$ cat config.mk
export PLATFORM = sky130hd
export DESIGN_NAME = conv_sequencer
export DESIGN_NICKNAME = d
export VERILOG_FILES = /design/src/rtl/conv_seq_pkg.sv /design/src/rtl/conv_seq_timer.sv /design/src/rtl/conv_seq_chan.sv /design/src/rtl/conv_seq_result.sv /design/src/rtl/conv_sequencer.sv
export SDC_FILE = /design/constraint.sdc
export NUM_CORES = 1
export LEC_CHECK = 0
export BUFFER_PORTS_ARGS = -buffer_cell sky130_fd_sc_hd__buf_2
export CAP_MARGIN = 20
export CORE_MARGIN = 1.5
export CORE_UTILIZATION = 59
export CTS_CLUSTER_DIAMETER = 40
export DETAILED_ROUTE_END_ITERATION = 8
export PLACE_DENSITY = 0.85
export SLEW_MARGIN = 20
export SYNTH_ARGS = -nofsm -noshare
export SYNTH_HDL_FRONTEND = slang
export SYNTH_HIERARCHICAL = 1
export SYNTH_SLANG_ARGS = --single-unit
$ cat constraint.sdc
create_clock -name clk -period 2.8 [get_ports clk]
set_input_delay 0.28 -clock clk [delete_from_list [all_inputs] [get_ports clk]]
set_output_delay 0.28 -clock clk [all_outputs]
set_load 0.01 [all_outputs]
$ cat src/rtl/conv_seq_pkg.sv
package conv_seq_pkg;
    typedef enum logic [1:0] {
        REG_CTRL   = 2'd0,
        REG_CHAN   = 2'd1,
        REG_RES_LO = 2'd2,
        REG_RES_HI = 2'd3
    } reg_addr_e;

    localparam int CTL_EN   = 0;
    localparam int CTL_GO   = 1;
    localparam int CTL_IE   = 2;
    localparam int CTL_FLAG = 3;
endpackage

$ cat src/rtl/conv_seq_timer.sv
module conv_seq_timer #(
    parameter int CONV_CYCLES = 4000
) (
    input  logic clk,
    input  logic rst_n,
    input  logic start_req,
    input  logic abort,
    output logic busy,
    output logic done
);
    localparam int CNT_W = (CONV_CYCLES > 1) ? $clog2(CONV_CYCLES) : 1;

    typedef struct packed {
        logic             busy;
        logic [CNT_W-1:0] cnt;
    } tmr_s;

    tmr_s tmr_d, tmr_q;

    always_comb begin
        tmr_d = tmr_q;
        done  = 1'b0;
        if (abort) begin
            tmr_d.busy = 1'b0;
        end else if (tmr_q.busy) begin
            if (tmr_q.cnt == '0) begin
                tmr_d.busy = 1'b0;
                done       = 1'b1;
            end else begin
                tmr_d.cnt = tmr_q.cnt - 1'b1;
            end
        end else if (start_req) begin
            tmr_d.busy = 1'b1;
            tmr_d.cnt  = CNT_W'(CONV_CYCLES - 1);
        end
    end

    always_ff @(posedge clk or negedge rst_n) begin
        if (!rst_n) tmr_q <= '0;
        else        tmr_q <= tmr_d;
    end

    assign busy = tmr_q.busy;


    hold_busy_chk: assert property (@(posedge clk) disable iff (!rst_n)
        (tmr_q.busy && !abort && tmr_q.cnt != '0) |=> tmr_q.busy);


    abort_stops_chk: assert property (@(posedge clk) disable iff (!rst_n)
        abort |=> !tmr_q.busy);


    done_clears_chk: assert property (@(posedge clk) disable iff (!rst_n)
        done |=> !tmr_q.busy);


    no_restart_chk: assert property (@(posedge clk) disable iff (!rst_n)
        (tmr_q.busy && !abort && tmr_q.cnt != '0) |=> (tmr_q.cnt == $past(tmr_q.cnt) - 1'b1));
endmodule

$ cat src/rtl/conv_seq_chan.sv
module conv_seq_chan #(
    parameter int CH_W   = 4,
    parameter int NUM_CH = 11
) (
    input  logic            clk,
    input  logic            rst_n,
    input  logic            wr_en,
    input  logic [CH_W-1:0] wr_val,
    input  logic            latch,
    input  logic            busy,
    output logic [CH_W-1:0] sel,
    output logic [CH_W-1:0] conv_chan
);
    typedef struct packed {
        logic [CH_W-1:0] sel;
        logic [CH_W-1:0] conv;
    } chan_s;

    chan_s chan_d, chan_q;
    logic [CH_W-1:0] mapped;

    always_comb begin
        mapped = (int'(chan_q.sel) >= NUM_CH) ? '0 : chan_q.sel;
        chan_d = chan_q;
        if (wr_en) chan_d.sel  = wr_val;
        if (latch) chan_d.conv = mapped;
    end

    always_ff @(posedge clk or negedge rst_n) begin
        if (!rst_n) chan_q <= '0;
        else        chan_q <= chan_d;
    end

    assign sel       = chan_q.sel;
    assign conv_chan = chan_q.conv;


    chan_hold_chk: assert property (@(posedge clk) disable iff (!rst_n)
        (busy && !latch) |=> $stable(chan_q.conv));
endmodule

$ cat src/rtl/conv_seq_result.sv
module conv_seq_result #(
    parameter int RES_W  = 12,
    parameter int DATA_W = 8
) (
    input  logic              clk,
    input  logic              rst_n,
    input  logic              load,
    input  logic [RES_W-1:0]  sample,
    input  logic              rd_lo,
    output logic [RES_W-1:0]  result,
    output logic [RES_W-DATA_W-1:0] hi_shadow
);
    localparam int HI_W = RES_W - DATA_W;

    typedef struct packed {
        logic [RES_W-1:0] res;
        logic [HI_W-1:0]  hi;
    } res_s;

    res_s res_d, res_q;

    always_comb begin
        res_d = res_q;
        if (rd_lo) res_d.hi  = res_q.res[RES_W-1:DATA_W];
        if (load)  res_d.res = sample;
    end

    always_ff @(posedge clk or negedge rst_n) begin
        if (!rst_n) res_q <= '0;
        else        res_q <= res_d;
    end

    assign result    = res_q.res;
    assign hi_shadow = res_q.hi;


    res_stable_chk: assert property (@(posedge clk) disable iff (!rst_n)
        !load |=> $stable(res_q.res));


    shadow_take_chk: assert property (@(posedge clk) disable iff (!rst_n)
        rd_lo |=> (res_q.hi == $past(res_q.res[RES_W-1:DATA_W])));
endmodule

$ cat src/rtl/conv_sequencer.sv
module conv_sequencer
    import conv_seq_pkg::*;
#(
    parameter int CONV_CYCLES = 4000,
    parameter int NUM_CH      = 11,
    parameter int CH_W        = 4,
    parameter int RES_W       = 12,
    parameter int DATA_W      = 8
) (
    input  logic              clk,
    input  logic              rst_n,
    input  logic [1:0]        bus_addr,
    input  logic [DATA_W-1:0] bus_wdata,
    input  logic              bus_we,
    input  logic              bus_re,
    output logic [DATA_W-1:0] bus_rdata,
    input  logic              low_power,
    output logic [CH_W-1:0]   core_chan,
    output logic              core_run,
    input  logic [RES_W-1:0]  core_sample,
    output logic              irq
);
    localparam int HI_W = RES_W - DATA_W;

    typedef struct packed {
        logic en;
        logic ie;
        logic flag;
    } ctl_s;

    ctl_s ctl_d, ctl_q;

    logic wr_ctrl, wr_chan, rd_lo;
    logic abort, start_req, busy, done;
    logic [CH_W-1:0]  chan_sel;
    logic [RES_W-1:0] result;
    logic [HI_W-1:0]  hi_shadow;

    assign wr_ctrl = bus_we && (bus_addr == REG_CTRL);
    assign wr_chan = bus_we && (bus_addr == REG_CHAN);
    assign rd_lo   = bus_re && (bus_addr == REG_RES_LO);

    always_comb begin
        ctl_d = ctl_q;
        if (wr_ctrl) begin
            ctl_d.en = bus_wdata[CTL_EN];
            ctl_d.ie = bus_wdata[CTL_IE];
            if (bus_wdata[CTL_FLAG]) ctl_d.flag = 1'b0;
        end
        abort     = !ctl_d.en || low_power;
        start_req = wr_ctrl && bus_wdata[CTL_GO] && !abort;
        if (done) ctl_d.flag = 1'b1;
    end

    always_ff @(posedge clk or negedge rst_n) begin
        if (!rst_n) ctl_q <= '0;
        else        ctl_q <= ctl_d;
    end

    conv_seq_timer #(.CONV_CYCLES(CONV_CYCLES)) u_timer (
        .clk       (clk),
        .rst_n     (rst_n),
        .start_req (start_req),
        .abort     (abort),
        .busy      (busy),
        .done      (done)
    );

    conv_seq_chan #(.CH_W(CH_W), .NUM_CH(NUM_CH)) u_chan (
        .clk       (clk),
        .rst_n     (rst_n),
        .wr_en     (wr_chan),
        .wr_val    (bus_wdata[CH_W-1:0]),
        .latch     (start_req && !busy),
        .busy      (busy),
        .sel       (chan_sel),
        .conv_chan (core_chan)
    );

    conv_seq_result #(.RES_W(RES_W), .DATA_W(DATA_W)) u_result (
        .clk       (clk),
        .rst_n     (rst_n),
        .load      (done),
        .sample    (core_sample),
        .rd_lo     (rd_lo),
        .result    (result),
        .hi_shadow (hi_shadow)
    );

    always_comb begin
        bus_rdata = '0;
        case (bus_addr)
            REG_CTRL: begin
                bus_rdata[CTL_EN]   = ctl_q.en;
                bus_rdata[CTL_GO]   = busy;
                bus_rdata[CTL_IE]   = ctl_q.ie;
                bus_rdata[CTL_FLAG] = ctl_q.flag;
            end
            REG_CHAN:   bus_rdata = DATA_W'(chan_sel);
            REG_RES_LO: bus_rdata = result[DATA_W-1:0];
            REG_RES_HI: bus_rdata = DATA_W'(hi_shadow);
            default:    bus_rdata = '0;
        endcase
    end

    assign core_run = busy;
    assign irq      = ctl_q.flag && ctl_q.ie;


    flag_on_done_chk: assert property (@(posedge clk) disable iff (!rst_n)
        done |=> ctl_q.flag);


    idle_when_off_chk: assert property (@(posedge clk) disable iff (!rst_n)
        !ctl_q.en |-> !busy);


    lp_refuse_chk: assert property (@(posedge clk) disable iff (!rst_n)
        (low_power && !busy) |=> !busy);
endmodule

==> results.py, run 1 <==
metrics = {
    "run": {
        "cap_violations": 0,
    },
    "grt": {
        "grt.total_usage_pct": 23.3,
        "grt_max_degree": 41,
        "antenna_found_initial": 0,
        "overflow": 0,
        "grt_pass1_wl_um": 7000,
        "grt_pass1_vias": 1487,
    },
    "yosys": {
        "synth_seq_cells": 40,
        "yosysTopAreaCell": "dfrtp_1",
        "ys.flop_type": "dfrtp_1",
        "yosysMostFrequentCell": "dfrtp_1",
        "synth_commonest_cells": "40 x dfrtp_1, 11 x mux2_2, 10 x mux2_4",
        "syn_inst": 163,
        "synth_area_leaders": "dfrtp_1 48%, mux2_4 7.2%, mux2_2 5.9%",
        "syn_avg_cell_area_um2": 12.8,
        "synth_nets": 192,
        "synth_seq_area_share_pct": 47.9,
        "yosysWarnings": 6,
        "yosysUniqueCellTypes": 50,
        "syn_area_mm2": 0.00209,
        "synth_enable_flop_cells": 0,
        "synthArstFlopShare_pct": 100,
        "synth_top_area_share_pct": 47.9,
    },
    "cells_and_area": {
        "final_area_mm2": 0.00236,
        "n_antenna_cell": 0,
        "n_fill_cell": 266,
        "seqCellArea_mm2": 0.00100,
        "syn_to_final_growth_pct": 13.1,
        "drive_gt1_share_pct": 37.9,
        "multiInputGateArea_mm2": 0.00103,
        "nets": 232,
    },
    "routing": {
        "first_iter_violations": 46,
        "totalWireLength_um": 4160,
        "wl_per_cell_um": 16.7,
        "avgViaCountPerCell": 5.89,
        "num_vias": 1466,
        "ant_nets": 0,
        "dr.pass1.iters": 4,
        "drc": 0,
    },
    "floorplanning": {
        "pin_count": 41,
        "die_h_um": 62.5,
        "dieWidth_um": 62.5,
        "core_area_mm2": 0.00336,
        "start_util_pct": 62.1,
        "num_rows": 21,
        "dieArea_mm2": 0.00391,
    },
    "timing": {
        "worst_slew_pin_slew_ns": 0.851,
        "max_freq_mhz": 499,
        "relSlewSlack_pct": 43.3,
        "setup_ws_ns": 0.798,
        "rsz0062_at_grt": "false",
        "maxSlewViolCount": 0,
        "tns_ns": 0,
        "clock_skew_ns": 0.0120,
        "finalCritPeriodShare_pct": 71.5,
        "fin_crit_ns": 2.00,
        "timing.hold.ws_ns": 0.0302,
        "setup_violations": 0,
        "finalHoldViolCount": 0,
    },
    "clock_network": {
        "cts_buffers": 5,
        "clk_latency_ns": 0.35,
        "cts_root_buf": "clkbuf_4",
        "cts_resized": 0,
        "tritoncts": "done",
        "clk_path_buf_depth": 2,
        "clk_pin_slew_worst_paths_ns": 0.11,
        "htree_levels": 2,
        "post_cts_buffers": 0,
        "clock_sinks": 40,
        "cts_hold_buf": 0,
    },
    "worst_setup_path": {
        "start_kind": "flop",
        "crit_chain": "and3b_1, nand4_1, nor2_1, buf_4, mux2_2",
        "end_kind": "flop",
        "crit_family": "flip-flops",
        "r2r-start": "u_timer/busy",
        "crit_fanout": 18,
        "arrival_ns": 2.24,
        "timing.critical_path.from": "u_timer/busy",
        "r2r_slack_ns": 0.80,
        "critPathMaxStageDelay_ns": 0.70,
        "r2r-end": "u_result/result[11]",
        "reg2regPathDepth": 5,
        "critical_path_class": "reg -> reg",
        "critPathBufInv": 1,
        "critPathSlowestCell": "dfrtp_1",
        "crit_required_ns": 3.04,
    },
    "placed_design": {
        "placed_cell_area_mm2": 0.00230,
        "place_ws_ns": 0.611,
        "hpwl_um": 3050,
        "routabilityCongestion": 0.773,
        "io_buffers": 36,
    },
    "pwr": {
        "finalPower_mw": 1.23,
        "leakage_nw": 1.13,
        "p_per_area_mw_per_mm2": 519,
        "peakVddDrop_mv": 0.428,
    },
    "run_status": {
        "outcome": "complete, no violations",
    },
    "hold_path": {
        "hold_class": "in -> async",
    },
}
sequential cells by signal, indices dropped and copies added (netlist names):
register            cells
ctl_q                   3
u_result/result        12
u_chan/sel              4
u_timer/busy            1
u_chan/conv_chan        4
u_result/hi_shadow      4
u_timer/tmr_q          12
metrics by stage:
step / instances / util (%)
floorplan: 163 / -
global placement: 242 / 68.3
detailed placement: 242 / 68.3
CTS: 249 / 70.2
global route: 249 / 70.2
finish: 249 / 70.2
per-layer routing:
metal	part of all wire [%]	routed length [um]	up-vias	track usage [%]
met4	1.2	48	0	10.0
met5	0	0	-	0
li1	-	-	694	-
met3	4.4	184	4	5.23
met2	49	2030	41	37.8
met1	46	1900	727	30.2
placed cells by master (no fill, tap or decap), types with 2 or more instances in the layout:
cell type,Yosys,routed
or4_1,2,2
nand2_1,7,7
nand3b_1,2,2
nand3_1,4,4
nor2b_1,5,5
mux2_4,10,10
inv_1,6,6
a21oi_1,3,3
o21ai_0,4,4
clkbuf_8,0,2
mux2_2,11,11
mux4_1,4,4
nor3_1,3,3
ha_1,2,2
a31oi_1,5,5
and2_1,6,6
a32o_1,2,2
a31o_1,2,2
o21bai_1,2,2
buf_2,0,36
dfrtp_1,40,40
clkbuf_4,0,5
nor2_1,6,6
nand2b_1,5,5
o31ai_1,2,2
cells by family (layout without fill, tap and decap cells):
| family | Yosys count | count (layout) | synth area share [%] |
|---|---|---|---|
| AOI/OAI and AO/OA | 31 | 31 | 12.2 |
| adders and majority gates | 2 | 2 | 1.20 |
| buffers and inverters | 10 | 50 | 2.87 |
| DFF | 40 | 40 | 47.9 |
| muxes | 26 | 26 | 18.6 |
| and+or+nand+nor | 54 | 54 | 17.2 |
cell type report:
class / count / area share, %
Clock buffer: 7 / 2.75
Inverter: 6 / 0.953
Multi-Input combinational cell: 113 / 43.5
Sequential cell: 40 / 42.4
Tap cell: 46 / 2.44
Timing Repair Buffer: 37 / 7.94
worst max-delay path by stage:
stage	to	slack (ns)	depth (start not counted)
2_1_floorplan	u_timer/tmr_q[5]	0.84	8
3_3_place_gp	u_timer/tmr_q[6]	0.68	7
3_5_place_dp	u_timer/tmr_q[5]	0.61	7
4_1_cts	u_result/result[11]	0.81	5
5_1_grt	u_result/result[11]	0.66	5
6_report	u_result/result[11]	0.80	5
power breakdown:
part / internal [mW] / switching, mW / total, mW
registers: 0.633 / 0.0675 / 0.700
clock network: 0.142 / 0.176 / 0.319
logic: 0.102 / 0.104 / 0.206
total: 0.877 / 0.348 / 1.23
No activity file was read; power rests on OpenSTA's default activity.
==> run 2: changes to the inputs <==
CORE_UTILIZATION = 54   (was 59)
PLACE_DENSITY = 0.78   (was 0.85)
clock period = 1.9 ns   (was 2.8 ns; I/O delays follow)
==> results.py, run 2 (same netlist as run 1, synthesis figures left out) <==
metrics = {
    "run_status": {
        "outcome": "complete, no violations",
    },
    "grt": {
        "grt.total_usage_pct": 23.7,
        "grt_pass1_vias": 1640,
        "antenna_found_initial": 0,
        "grt_max_degree": 22,
        "overflow": 0,
        "grt_pass1_wl_um": 7490,
    },
    "clock_network": {
        "clk_path_buf_depth": 2,
        "clk_latency_ns": 0.30,
        "cts_buffers": 5,
        "htree_levels": 2,
        "clk_pin_slew_worst_paths_ns": 0.08,
        "cts_root_buf": "clkbuf_8",
        "tritoncts": "done",
        "clock_sinks": 40,
    },
    "cells_and_area": {
        "syn_to_final_growth_pct": 25.1,
        "multiInputGateArea_mm2": 0.00105,
        "layout_common_cells": "40 x dfrtp_1, 36 x buf_2, 15 x buf_4",
        "final_area_mm2": 0.00262,
        "final_cells": 270,
        "n_antenna_cell": 0,
        "drive_gt1_share_pct": 44.1,
        "n_fill_cell": 257,
        "utilization_pct": 70.9,
        "seqCellArea_mm2": 0.00100,
        "nets": 250,
        "final_common_cell": "dfrtp_1",
    },
    "floorplanning": {
        "core_area_mm2": 0.00369,
        "dieArea_mm2": 0.00425,
        "num_rows": 22,
        "die_h_um": 65.2,
        "pin_count": 41,
        "start_util_pct": 56.6,
        "dieWidth_um": 65.2,
    },
    "timing": {
        "setup_violations": 0,
        "finalCritPeriodShare_pct": 99.7,
        "max_freq_mhz": 528,
        "rsz0062_at_grt": "true",
        "timing.hold.ws_ns": 0.113,
        "maxSlewViolCount": 0,
        "tns_ns": 0,
        "finalHoldViolCount": 0,
        "clock_skew_ns": 0.00522,
        "fin_crit_ns": 1.89,
        "worst_slew_pin_slew_ns": 0.501,
        "relSlewSlack_pct": 66.3,
    },
    "routing": {
        "ant_nets": 0,
        "drc": 0,
        "first_iter_violations": 119,
        "totalWireLength_um": 4720,
        "avgViaCountPerCell": 5.66,
        "num_vias": 1529,
        "dr.pass1.iters": 4,
        "wl_per_cell_um": 17.5,
    },
    "pwr": {
        "leakage_nw": 1.25,
        "peakVddDrop_mv": 0.484,
        "p_per_area_mw_per_mm2": 799,
    },
    "worst_setup_path": {
        "crit_fanout": 7,
        "crit_required_ns": 2.09,
        "arrival_ns": 2.08,
        "end_kind": "flop",
        "start_kind": "flop",
        "critical_path_class": "reg -> reg",
    },
    "placed_design": {
        "placed_cell_area_mm2": 0.00244,
        "io_buffers": 36,
        "routabilityCongestion": 0.824,
        "place_inst": 259,
        "hpwl_um": 3390,
    },
    "hold_path": {
        "hold_class": "in -> reg",
    },
    "run": {
        "cap_violations": 0,
    },
}
[run 2: worst max-delay path, cell delays in order (launching register included)]
cell       delay (ns)
dfrtp_1          0.44
nor4_4           0.44
nand4_1          0.20
nor2_4           0.22
clkbuf_16        0.19
mux2_4           0.30
[run 2: cell type report]
class,count,share of cell area (%)
clock buffers,5,2.63
clock inverters,3,1.77
inverters,6,0.861
multi-input cells,113,40.1
flip-flops and latches,40,38.3
well taps,48,2.30
repair buffers,55,14.1
[run 2: final timing paths]
check | startpoint | to | slack [ns] | depth (start not counted)
worst max-delay path | u_timer/tmr_q[6] | u_result/result[10] | 0.006 | 5
worst min-delay path | bus_wdata[3] | ctl_q[0] | 0.11 | 2
worst max register to register | u_timer/tmr_q[6] | u_result/result[10] | 0.006 | 5
worst min register to register | u_result/result[3] | u_result/result[3] | 0.51 | 1
max in group asynchronous | rst_n | ctl_q[2] | 1.04 | 3
min in group asynchronous | rst_n | u_result/result[4] | 0.38 | 2
[run 2: timing repair]
item	4_1_cts	5_1_grt
hold buffers	1	0
cloned	0	1
buffers inserted	0	1
endpoints found under the hold margin	19	0
gates resized for setup	1	5
setup endpoints to repair	2	6
pin swaps	0	3
[run 2: power by group]
part           internal (mW)  switching (mW)  total, mW
logic                  0.178           0.170      0.348
registers              0.933          0.0973       1.03
clock network          0.395           0.316      0.712
[run 2: per-stage QoR]
stage | setup slack, ns | total power, mW
after detailed placement | -0.00443 | 1.39
after global routing | -0.0329 | 2.19
after global placement | 0.0803 | 1.36
final | 0.00642 | 2.09
after CTS | 0.0216 | 2.10
after floorplan | 0.0269 | 1.23
[run 2: per-layer routing]
metal  part of all wire, %  global-route usage, %
met1                    41                   25.4
met2                    54                   45.4
met3                   3.9                   6.68
met4                  0.85                   5.47
met5                     0                      0
